<file path="config.mk">
export PLATFORM = sky130hd
export DESIGN_NAME = ovp_fault_qualifier
export DESIGN_NICKNAME = d
export VERILOG_FILES = /design/src/rtl/ovq_pkg.sv /design/src/rtl/ovq_edge_sync.sv /design/src/rtl/ovq_event_counter.sv /design/src/rtl/ovq_fsm.sv /design/src/rtl/ovp_fault_qualifier.sv
export SDC_FILE = /design/constraint.sdc
export NUM_CORES = 1
export LEC_CHECK = 0
export BUFFER_PORTS_ARGS = -buffer_cell sky130_fd_sc_hd__buf_2
export CAP_MARGIN = 30
export CORE_AREA = 2 2 39 41
export CTS_BUF_LIST = sky130_fd_sc_hd__clkbuf_16
export CTS_CLUSTER_DIAMETER = 100
export CTS_CLUSTER_SIZE = 16
export DETAILED_ROUTE_END_ITERATION = 10
export DIE_AREA = 0 0 41 43
export PLACE_DENSITY = 0.66
export SYNTH_ARGS = -nofsm -noshare
export SYNTH_HDL_FRONTEND = slang
export SYNTH_HIERARCHICAL = 1
export SYNTH_SLANG_ARGS = --single-unit
export TNS_END_PERCENT = 1
</file>
<file path="constraint.sdc">
create_clock -name clk -period 3 [get_ports clk]
set_clock_uncertainty 0.05 [all_clocks]
set_input_delay 0.6 -clock clk [delete_from_list [all_inputs] [get_ports clk]]
set_output_delay 0.6 -clock clk [all_outputs]
set_load 0.02 [all_outputs]
</file>
<file path="src/rtl/ovq_pkg.sv">
package ovq_pkg;

    typedef enum logic [1:0] {
        ST_STARTUP = 2'd0,
        ST_RUN     = 2'd1,
        ST_FAULT   = 2'd2
    } ovq_state_e;

endpackage

</file>
<file path="src/rtl/ovq_edge_sync.sv">
module ovq_edge_sync #(
    parameter int STAGES = 2
) (
    input  logic clk,
    input  logic rst_n,
    input  logic line_i,
    output logic edge_o
);

    logic [STAGES-1:0] chain_q;
    logic              prev_q;

    // Shift the asynchronous line through the synchroniser chain.
    always_ff @(posedge clk or negedge rst_n) begin
        if (!rst_n) begin
            chain_q <= '0;
            prev_q  <= 1'b0;
        end else begin
            chain_q <= {chain_q[STAGES-2:0], line_i};
            prev_q  <= chain_q[STAGES-1];
        end
    end

    // Any level change on the synchronised copy is an edge.
    assign edge_o = chain_q[STAGES-1] ^ prev_q;

endmodule

</file>
<file path="src/rtl/ovq_event_counter.sv">
module ovq_event_counter #(
    parameter int TRIP_EVENTS = 5,
    parameter int CNT_W       = 3
) (
    input  logic             clk,
    input  logic             rst_n,
    input  logic             clear_i,
    input  logic             step_i,
    output logic [CNT_W-1:0] cnt_o,
    output logic             reach_o
);

    localparam logic [CNT_W-1:0] CNT_LAST = CNT_W'(TRIP_EVENTS - 1);
    localparam logic [CNT_W-1:0] CNT_TOP  = CNT_W'(TRIP_EVENTS);

    logic [CNT_W-1:0] cnt_q;

    // Saturating event count with a clear that wins over the step.
    always_ff @(posedge clk or negedge rst_n) begin
        if (!rst_n) begin
            cnt_q <= '0;
        end else if (clear_i) begin
            cnt_q <= '0;
        end else if (step_i && (cnt_q != CNT_TOP)) begin
            cnt_q <= cnt_q + 1'b1;
        end
    end

    assign cnt_o   = cnt_q;
    // The step now being taken is the one that completes the trip count.
    assign reach_o = step_i && !clear_i && (cnt_q == CNT_LAST);

endmodule

</file>
<file path="src/rtl/ovq_fsm.sv">
module ovq_fsm
    import ovq_pkg::*;
(
    input  logic       clk,
    input  logic       rst_n,
    input  logic       ovp_above_i,
    input  logic       ovp_clear_i,
    input  logic       ref_hi_i,
    input  logic       ref_lo_i,
    input  logic       pol_high_i,
    input  logic       trip_i,
    output ovq_state_e state_o,
    output logic       force_high_o,
    output logic       force_low_o,
    output logic       vref_discharge_o,
    output logic       ovp_latched_o
);

    ovq_state_e state_q;
    ovq_state_e state_d;

    // State register.
    always_ff @(posedge clk or negedge rst_n) begin
        if (!rst_n) begin
            state_q <= ST_STARTUP;
        end else begin
            state_q <= state_d;
        end
    end

    // Next-state logic.
    always_comb begin
        state_d = state_q;
        unique case (state_q)
            ST_STARTUP: begin
                if (ref_hi_i) begin
                    state_d = ST_RUN;            // T_REF_READY
                end
            end
            ST_RUN: begin
                if (trip_i) begin
                    state_d = ST_FAULT;          // T_TRIP
                end
            end
            ST_FAULT: begin
                if (ref_lo_i && ovp_clear_i) begin
                    state_d = ST_STARTUP;        // T_RESTART
                end
            end
            default: state_d = ST_STARTUP;
        endcase
    end

    // Output decode.
    always_comb begin
        force_high_o     = 1'b0;
        force_low_o      = 1'b0;
        vref_discharge_o = 1'b0;
        ovp_latched_o    = 1'b0;
        unique case (state_q)
            ST_STARTUP: begin
                force_low_o = ovp_above_i;
            end
            ST_RUN: begin
                force_low_o = 1'b0;
            end
            ST_FAULT: begin
                force_high_o     = pol_high_i;
                force_low_o      = !pol_high_i;
                vref_discharge_o = 1'b1;
                ovp_latched_o    = 1'b1;
            end
            default: begin
                force_low_o = 1'b0;
            end
        endcase
    end

    assign state_o = state_q;

endmodule

</file>
<file path="src/rtl/ovp_fault_qualifier.sv">
module ovp_fault_qualifier
    import ovq_pkg::*;
#(
    parameter int SYNC_STAGES = 2,
    parameter int TRIP_EVENTS = 5,
    parameter int CNT_W       = $clog2(TRIP_EVENTS + 1)
) (
    input  logic clk,
    input  logic rst_n,
    input  logic ovp_above_i,
    input  logic ovp_clear_i,
    input  logic tim_a_i,
    input  logic tim_b_i,
    input  logic ref_hi_i,
    input  logic ref_lo_i,
    input  logic pol_high_i,
    output logic force_high_o,
    output logic force_low_o,
    output logic vref_discharge_o,
    output logic ovp_latched_o
);

    localparam int NUM_LINES = 2;

    logic [NUM_LINES-1:0] lines;
    logic [NUM_LINES-1:0] line_edge;
    logic                 switch_evt;
    logic                 cnt_clear;
    logic                 trip;
    logic [CNT_W-1:0]     event_cnt;
    ovq_state_e           state_q;

    assign lines = {tim_b_i, tim_a_i};

    for (genvar g = 0; g < NUM_LINES; g++) begin : g_line
        ovq_edge_sync #(
            .STAGES (SYNC_STAGES)
        ) sync_i (
            .clk    (clk),
            .rst_n  (rst_n),
            .line_i (lines[g]),
            .edge_o (line_edge[g])
        );
    end

    // Coincident edges on both lines merge into one switching event.
    assign switch_evt = |line_edge;
    // Counting only happens in normal mode with the over-voltage present.
    assign cnt_clear  = (state_q != ST_RUN) || !ovp_above_i;

    ovq_event_counter #(
        .TRIP_EVENTS (TRIP_EVENTS),
        .CNT_W       (CNT_W)
    ) counter_i (
        .clk     (clk),
        .rst_n   (rst_n),
        .clear_i (cnt_clear),
        .step_i  (switch_evt),
        .cnt_o   (event_cnt),
        .reach_o (trip)
    );

    ovq_fsm fsm_i (
        .clk              (clk),
        .rst_n            (rst_n),
        .ovp_above_i      (ovp_above_i),
        .ovp_clear_i      (ovp_clear_i),
        .ref_hi_i         (ref_hi_i),
        .ref_lo_i         (ref_lo_i),
        .pol_high_i       (pol_high_i),
        .trip_i           (trip),
        .state_o          (state_q),
        .force_high_o     (force_high_o),
        .force_low_o      (force_low_o),
        .vref_discharge_o (vref_discharge_o),
        .ovp_latched_o    (ovp_latched_o)
    );

endmodule

</file>
# ---- Word level (Yosys, flattened, before mapping)
# Index checks and enable logic that the tools add are counted.
dict set report op_classes {
  n_addsub 1
  n_mux 9
  bitwise_logic 2
  reduce_logical 12
  eq_ne 8
}
# cell n
set op_table {}
lappend op_table {{$mux W2} 3}
lappend op_table {{$mux W3} 2}
lappend op_table {{$pmux W2 S3} 1}
lappend op_table {{$logic_and A1 B1 Y1} 4}
lappend op_table {{$ne A2 B1 Y1 const B} 2}
lappend op_table {{$ne A2 B2 Y1 const B} 2}
lappend op_table {{$add A3 B1 Y3 const B} 1}
lappend op_table {{$eq A3 B3 Y1 const B} 1}
lappend op_table {{$logic_not A1 Y1} 3}
lappend op_table {{$ne A3 B3 Y1 const B} 1}
lappend op_table {{$reduce_and A3 Y1} 1}
lappend op_table {{$eq A2 B1 Y1 const B} 1}
lappend op_table {{$eq A2 B2 Y1 const B} 1}
lappend op_table {{$logic_not A2 Y1} 1}
lappend op_table {{$mux W1} 2}
lappend op_table {{$pmux W1 S2} 1}
lappend op_table {{$reduce_bool A2 Y1} 1}
lappend op_table {{$reduce_or A2 Y1} 1}
lappend op_table {{$xor A1 B1 Y1} 2}
lappend op_table {{$logic_or A1 B1 Y1} 1}
dict set report totals {
  input_bits 9
  wordCells 38
  reg_bits 11
}

# ---- Logic depth before layout (Yosys ltp)
# Gate-level depths: netlist of run 1.
dict set report logic_depth {
  word_depth 7
  ltp_mapped 5
  ltp_nobuf 5
}

# ---- Hierarchy
# The synthesis of run 1 kept the hierarchy.
# module area_per_inst_um2 instances cells_per_inst seq_area_each_um2
set modules_own_cells {}
lappend modules_own_cells {ovq_event_counter 219.0 1 19 75.1}
lappend modules_own_cells {ovq_edge_sync 83.8 2 4 75.1}
lappend modules_own_cells {ovq_fsm 117.6 1 13 50.0}
lappend modules_own_cells {ovp_fault_qualifier 13.8 1 2 0.0}

# ---- Worst setup path before layout of run 1
# Ideal clock, no wire load.
dict set report synth_path {
  kind {input port to output port}
  startpoint {input port ovp_above_i}
  endpoint {output port force_low_o}
  path_buffers 0
  t_arrival_ns 1.187
  path_slack_ns 1.163
  cell_stages 2
  cell_sequence {nor2_1 > a211oi_1}
}
dict set report synth_between {
  elab_chain_len 1
}
# item line_no
set synth_rtl {}
lappend synth_rtl {{from (decl)} ovp_fault_qualifier.sv:10} ;# input logic ovp_above_i,
lappend synth_rtl {{$pmux W1 S2} ovq_fsm.sv:60} ;# unique case (state_q)
lappend synth_rtl {{to (decl)} ovp_fault_qualifier.sv:18} ;# output logic force_low_o,
# No other way between the ends.

# ---- Final worst setup path of run 1
dict set report layout_path {
  startpoint {register fsm_i.state_q[1], in the netlist fsm_i/state_o[1]}
  endpoint {output port force_high_o}
}
dict set report layout_between {
  elab_chain_len 2
}
# item line_no
set layout_rtl {}
lappend layout_rtl {{from (decl)} ovq_fsm.sv:19} ;# ovq_state_e state_q;
lappend layout_rtl {{from (signal assigned)} ovq_fsm.sv:27} ;# state_q <= state_d;
lappend layout_rtl {{$eq A2 B2 Y1} ovq_fsm.sv:60}
lappend layout_rtl {{$mux W1} ovq_fsm.sv:60}
lappend layout_rtl {{to (decl)} ovp_fault_qualifier.sv:17} ;# output logic force_high_o,
# No other way between the ends.

==> summary.txt, run 1 <==
Status
  • Status: completed

Global routing
  • Gr usage total: 11.0%
  • Vias in the first global route: slightly above 300
  • Total grt overflow: 0
  • Antenna violations before repair: 0
  • First-pass GRT wire length: 1.28 mm
  • Largest net degree at the start of global routing: 12

Critical path
  • Crit path DAT: 1.13 ns
  • CP cell instances: nor2b_2, and2_1, buf_2
  • CP startpoint kind: flip-flop
  • Setup crit end kind: output port
  • Crit path max fanout: 6
  • Crit Path Class: reg -> out
  • Slowest cell on the critical path: dfrtp_1
  • Slowest Stage Delay on Critical Path: slightly above 0.4 ns
  • Number of buffers and inverters on the critical path: 1
  • Crit-path leading delay family: flip-flops
  • Critical Path RT: 2.35 ns

Layout
  • Most common cell after layout, fill and taps aside: buf_2
  • Area Growth Syn to Fin: 29.2%
  • Post-layout util: 48.4%
  • Nets: 70
  • Layout cells sized above 1: about a third
  • Finished Layout Cells: 73
  • ANT cells: 0
  • Most frequent cells in the layout: buf_2 (12), dfrtp_1 (11), nand2b_1 (4)

Detailed routing
  • Via count: ~330
  • Vias per cell: between 4 and 5
  • Routed Antenna Nets: 0
  • Final WL: between 700 and 800 µm
  • Drt first pass iters: 4
  • DR DRC count: 0
  • Routed WL per cell: approximately 10 µm
  • Initial DRC count: 4

Clock tree
  • Clock Latency Late Sink: around 0.23 ns
  • Root Driver: clkbuf_16
  • CTS clk-pin slew, worst paths: 0.04 ns
  • CTS Hold Buffers Added: 0
  • Max Buffers Root-to-Sink: 2
  • TritonCTS Buffers: 3
  • Post-CTS setup buffer count: 0
  • Post-CTS sizing: 0
  • Clock Sinks: 11
  • TritonCTS clock tree: done
  • Max H-tree Level: 1

Die
  • I/O pins: 13
  • Chip Width: 41 µm
  • Die H: roughly 43 µm
  • Core Area: ~1400 µm²
  • Starting Density: around 37%
  • Die area: 1760 µm²
  • Std-Cell Rows: 14

Timing
  • Final worst slack: between 1 and 1.5 ns
  • Hold Vio Cnt, Final: 0
  • Rel. slew slack: about 85%
  • Final setup fails: 0
  • Post-route clock period utilization: ~59%
  • Fin Setup TNS: 0 ns
  • RSZ-0062 raised after global routing: false
  • Max Freq: 562 MHz
  • Count of pins over their slew limit: 0
  • Worst-margin pin slew: around 0.23 ns
  • Fin crit period: ~1.8 ns

Logic synthesis
  • Syn nets: 54
  • Post-Syn Area: approximately 520 µm²
  • Mapped Cells: 42
  • Yosys cell types: 21
  • Avg Inst Size Synth: 12.3 µm²
  • Post-synthesis sequential area ratio: 53.1%
  • Synthesized flop and latch total: 11
  • Yosys warns: 6

Pwr
  • Pwr dens: between 700 and 800 nW/µm²
  • Maximum vdd drop: slightly below 0.5 mV
  • Lkg Pwr: around 0.00034 µW

Placement
  • Placer Congestion: 0.712
  • Worst slack, placed: around 1.2 ns
  • Buffers added on ports: 12
  • HPWL Detailed: between 500 and 600 µm
  • Placed Cells: 69

Run
  • Max_cap viols: 0

Hold path
  • HP Class: in -> async
where the power goes:
group          total [µW]  switching [µW]  internal [µW]
logic                85.6            41.2           44.3
clock network         232            57.6            174
registers             192            22.4            169
routing by layer:
metal  GRT usage, %  share of wire [%]  up-vias
li1               -                  -      172
met1           15.9                 52      152
met2           14.4                 44       10
met3           1.57                4.1        0
met4           8.00                  0        0
met5              0                  0        -
Yosys cell counts, drive strengths merged:
master	number	share of area, %
o2bb2ai	1	1.7
nand3b	1	1.4
xor2	2	3.4
mux2	1	2.9
inv	2	1.4
ha	3	7.2
mux2i	1	1.9
nand2b	4	4.8
buf	1	1.4
nor2b	2	2.9
dfrtp	11	53
a211oi	1	1.4
nand2	2	1.4
nor3	1	0.97
a21boi	1	3.6
and2	1	1.2
a21oi	2	1.9
or2	1	1.2
and4b	2	4.3
nor2	2	1.4
final cells by class:
class	count	area (µm²)
clock buffers	3	75.1
clock inverters	1	3.75
inverters	2	7.51
flip-flops and latches	11	275
well taps	16	20.0
fillers	113	714
multi-input cells	28	228
repair buffers	12	60.1
kinds of logic after synthesis:
kind of cell | count (synthesis) | synth area share (%)
and+or+nand+nor | 16 | 19.8
DFF | 11 | 53.1
AOI/OAI and AO/OA | 5 | 8.70
buffers and inverters | 3 | 2.90
adders and majority gates | 3 | 7.25
xor gates and xnor gates | 2 | 3.38
muxes | 2 | 4.83
worst paths after layout:
path	cells past startpoint	start	slack, ns	to
worst max-delay path	3	fsm_i/state_o[1]	1.22	force_high_o
worst min register to register	0	g_line[1].sync_i/chain_q[0]	0.30	g_line[1].sync_i/chain_q[1]
worst min-delay path	1	rst_n	0.17	g_line[0].sync_i/prev_q
worst max register to register	4	g_line[1].sync_i/chain_q[1]	1.58	counter_i/cnt_o[0]
min in group clk	0	g_line[1].sync_i/chain_q[0]	0.30	g_line[1].sync_i/chain_q[1]
max in group asynchronous	1	rst_n	2.54	g_line[0].sync_i/chain_q[1]
flip-flops by register name (all words and copies together), names as in the netlist:
register and cells:
counter_i/cnt_o 3, fsm_i/state_o 2, g_line.sync_i/chain_q 4, g_line.sync_i/prev_q 2
worst register-to-register path: cells and delay by family (launching register included):
family | cells | cell delay (ns)
xor+xnor | 1 | 0.14
simple gates | 1 | 0.27
flops | 1 | 0.38
compound gates | 1 | 0.16
mux | 1 | 0.30
metrics by stage:
stage          total power [µW]  instance area, µm²  hold slack [ns]
6_report                    509                 669            0.172
4_1_cts                     517                 669            0.173
3_3_place_gp                279                 591            0.284
2_1_floorplan               256                 518            0.254
5_1_grt                     537                 669            0.189
3_5_place_dp                281                 591            0.287
Note: power is estimated with default switching activity, not from simulation.
==> inputs of run 2 (changes only) <==
- PLACE_DENSITY: 0.66 -> 0.69
- clock period: 3 -> 1.6 ns (I/O delays scaled with it)
==> summary.txt, run 2 (same netlist as run 1, synthesis figures left out) <==
Status
  • Status: completed

Placement
  • Cell Area, Placed: 598 µm²
  • Buffers added on ports: 12
  • HPWL Detailed: approximately 600 µm
  • Placer Congestion: between 0.6 and 0.7

Die
  • Chip Width: roughly 41 µm
  • Std-Cell Rows: 14
  • Core Area: roughly 1400 µm²
  • Starting Density: between 30% and 40%
  • Die area: approximately 1800 µm²
  • Die H: between 40 and 50 µm
  • I/O pins: 13

Timing
  • Final setup fails: 0
  • Count of pins over their slew limit: 0
  • Hold Vio Cnt, Final: 0
  • RSZ-0062 raised after global routing: false
  • Max Freq: ~670 MHz
  • Fin crit period: 1.50 ns
  • Worst-margin pin slew: approximately 0.24 ns
  • Final Hold Slack: between 0.1 and 0.15 ns
  • Post-route clock period utilization: between 90 and 100%
  • Fin Setup TNS: 0 ns
  • Rel. slew slack: a little over four fifths

Layout
  • Filler instances: 122
  • Final Cell Area: 693 µm²
  • Most common cell after layout, fill and taps aside: buf_2
  • Top reg by flops: g_line.sync_i/chain_q
  • Layout cells sized above 1: approximately 37%
  • Multi-input gate area: between 200 and 250 µm²
  • Nets: 72
  • ANT cells: 0
  • Max FFs per register: 4
  • Most frequent cells in the layout: buf_2 (12), dfrtp_1 (11), nand2b_1 (4)
  • Area Growth Syn to Fin: 33.8%
  • Register Area: 275 µm²

Detailed routing
  • DR DRC count: 0
  • Vias per cell: about 4.6
  • Routed Antenna Nets: 0
  • Initial DRC count: 2
  • Drt first pass iters: 2
  • Final WL: 786 µm
  • Routed WL per cell: about 10 µm
  • Via count: about 340

Pwr
  • Design Power: 995 µW
  • Maximum vdd drop: about 0.9 mV
  • Pwr dens: between 1000 and 1500 nW/µm²
  • Lkg Pwr: 0.000345 µW

Critical path
  • Setup crit end kind: output port
  • Crit Path Class: reg -> out
  • CP startpoint kind: flip-flop
  • Crit path DAT: about 1.1 ns
  • Critical Path RT: between 1 and 1.5 ns
  • Crit path max fanout: 6

Clock tree
  • Post-CTS setup buffer count: 0
  • Clock Latency Late Sink: 0.24 ns
  • Clock Sinks: 11
  • CTS clk-pin slew, worst paths: 0.04 ns
  • TritonCTS clock tree: done
  • Max Buffers Root-to-Sink: 2
  • Max H-tree Level: 1
  • TritonCTS Buffers: 3
  • Root Driver: clkbuf_16

Global routing
  • Vias in the first global route: ~320
  • Gr usage total: between 10 and 15%
  • First-pass GRT wire length: 1.31 mm
  • Antenna violations before repair: 0
  • Total grt overflow: 0
  • Largest net degree at the start of global routing: 12

Run
  • Max_cap viols: 0

Hold path
  • HP Class: in -> reg
[run 2: where the power goes]
group	leakage [µW]	internal [µW]	switching, µW
clock network	0.0000409	331	123
logic	0.000171	95.0	84.2
registers	0.000134	317	44.3
total	0.000345	743	252
[run 2: layout make-up]
| cell class | count | area share [%] |
|---|---|---|
| clock buffer | 3 | 10.8 |
| sequential | 11 | 39.7 |
| tap | 16 | 2.89 |
| timing repair buffer | 14 | 11.2 |
| inverter | 2 | 1.08 |
| clock inverter | 1 | 0.722 |
| multi-input combinational | 28 | 33.6 |
[run 2: what timing repair did]
item                                   CTS  global route
setup endpoints to repair                0             1
gates resized for setup                  0             1
hold buffers                             1             0
endpoints found under the hold margin   11             0
[run 2: worst paths after layout]
kind / slack [ns] / cells after the start / start / end
max: 0.10 / 3 / fsm_i/state_o[0] / force_high_o
min: 0.14 / 1 / tim_b_i / g_line[1].sync_i/chain_q[0]
max reg2reg: 0.21 / 4 / g_line[1].sync_i/chain_q[1] / counter_i/cnt_o[0]
min reg2reg: 0.29 / 0 / g_line[1].sync_i/chain_q[0] / g_line[1].sync_i/chain_q[1]
max in group asynchronous: 0.87 / 2 / rst_n / g_line[0].sync_i/prev_q
min in group asynchronous: 0.42 / 2 / rst_n / counter_i/cnt_o[2]
[run 2: per-layer routing]
layer / wire length, µm / track usage (%) / vias up
li1: - / - / 173
met2: 349 / 16.9 / 15
met4: 32 / 14.0 / 0
met1: 347 / 12.9 / 151
met3: 57 / 4.71 / 4
met5: 0 / 0 / -
[run 2: through the flow]
step | util, % | instances | setup WS [ns]
3_5_place_dp | 43.2 | 70 | 0.198
6_report | 50.1 | 75 | 0.101
2_1_floorplan | - | 42 | 0.236
5_1_grt | 50.1 | 75 | 0.0286
3_3_place_gp | 43.2 | 70 | 0.224
4_1_cts | 49.7 | 75 | 0.0612
[run 2: critical path: stages, from the launching register on]
cell and delay (ns):
dfrtp_1 0.44, nor2b_4 0.15, and2_1 0.13, buf_2 0.16
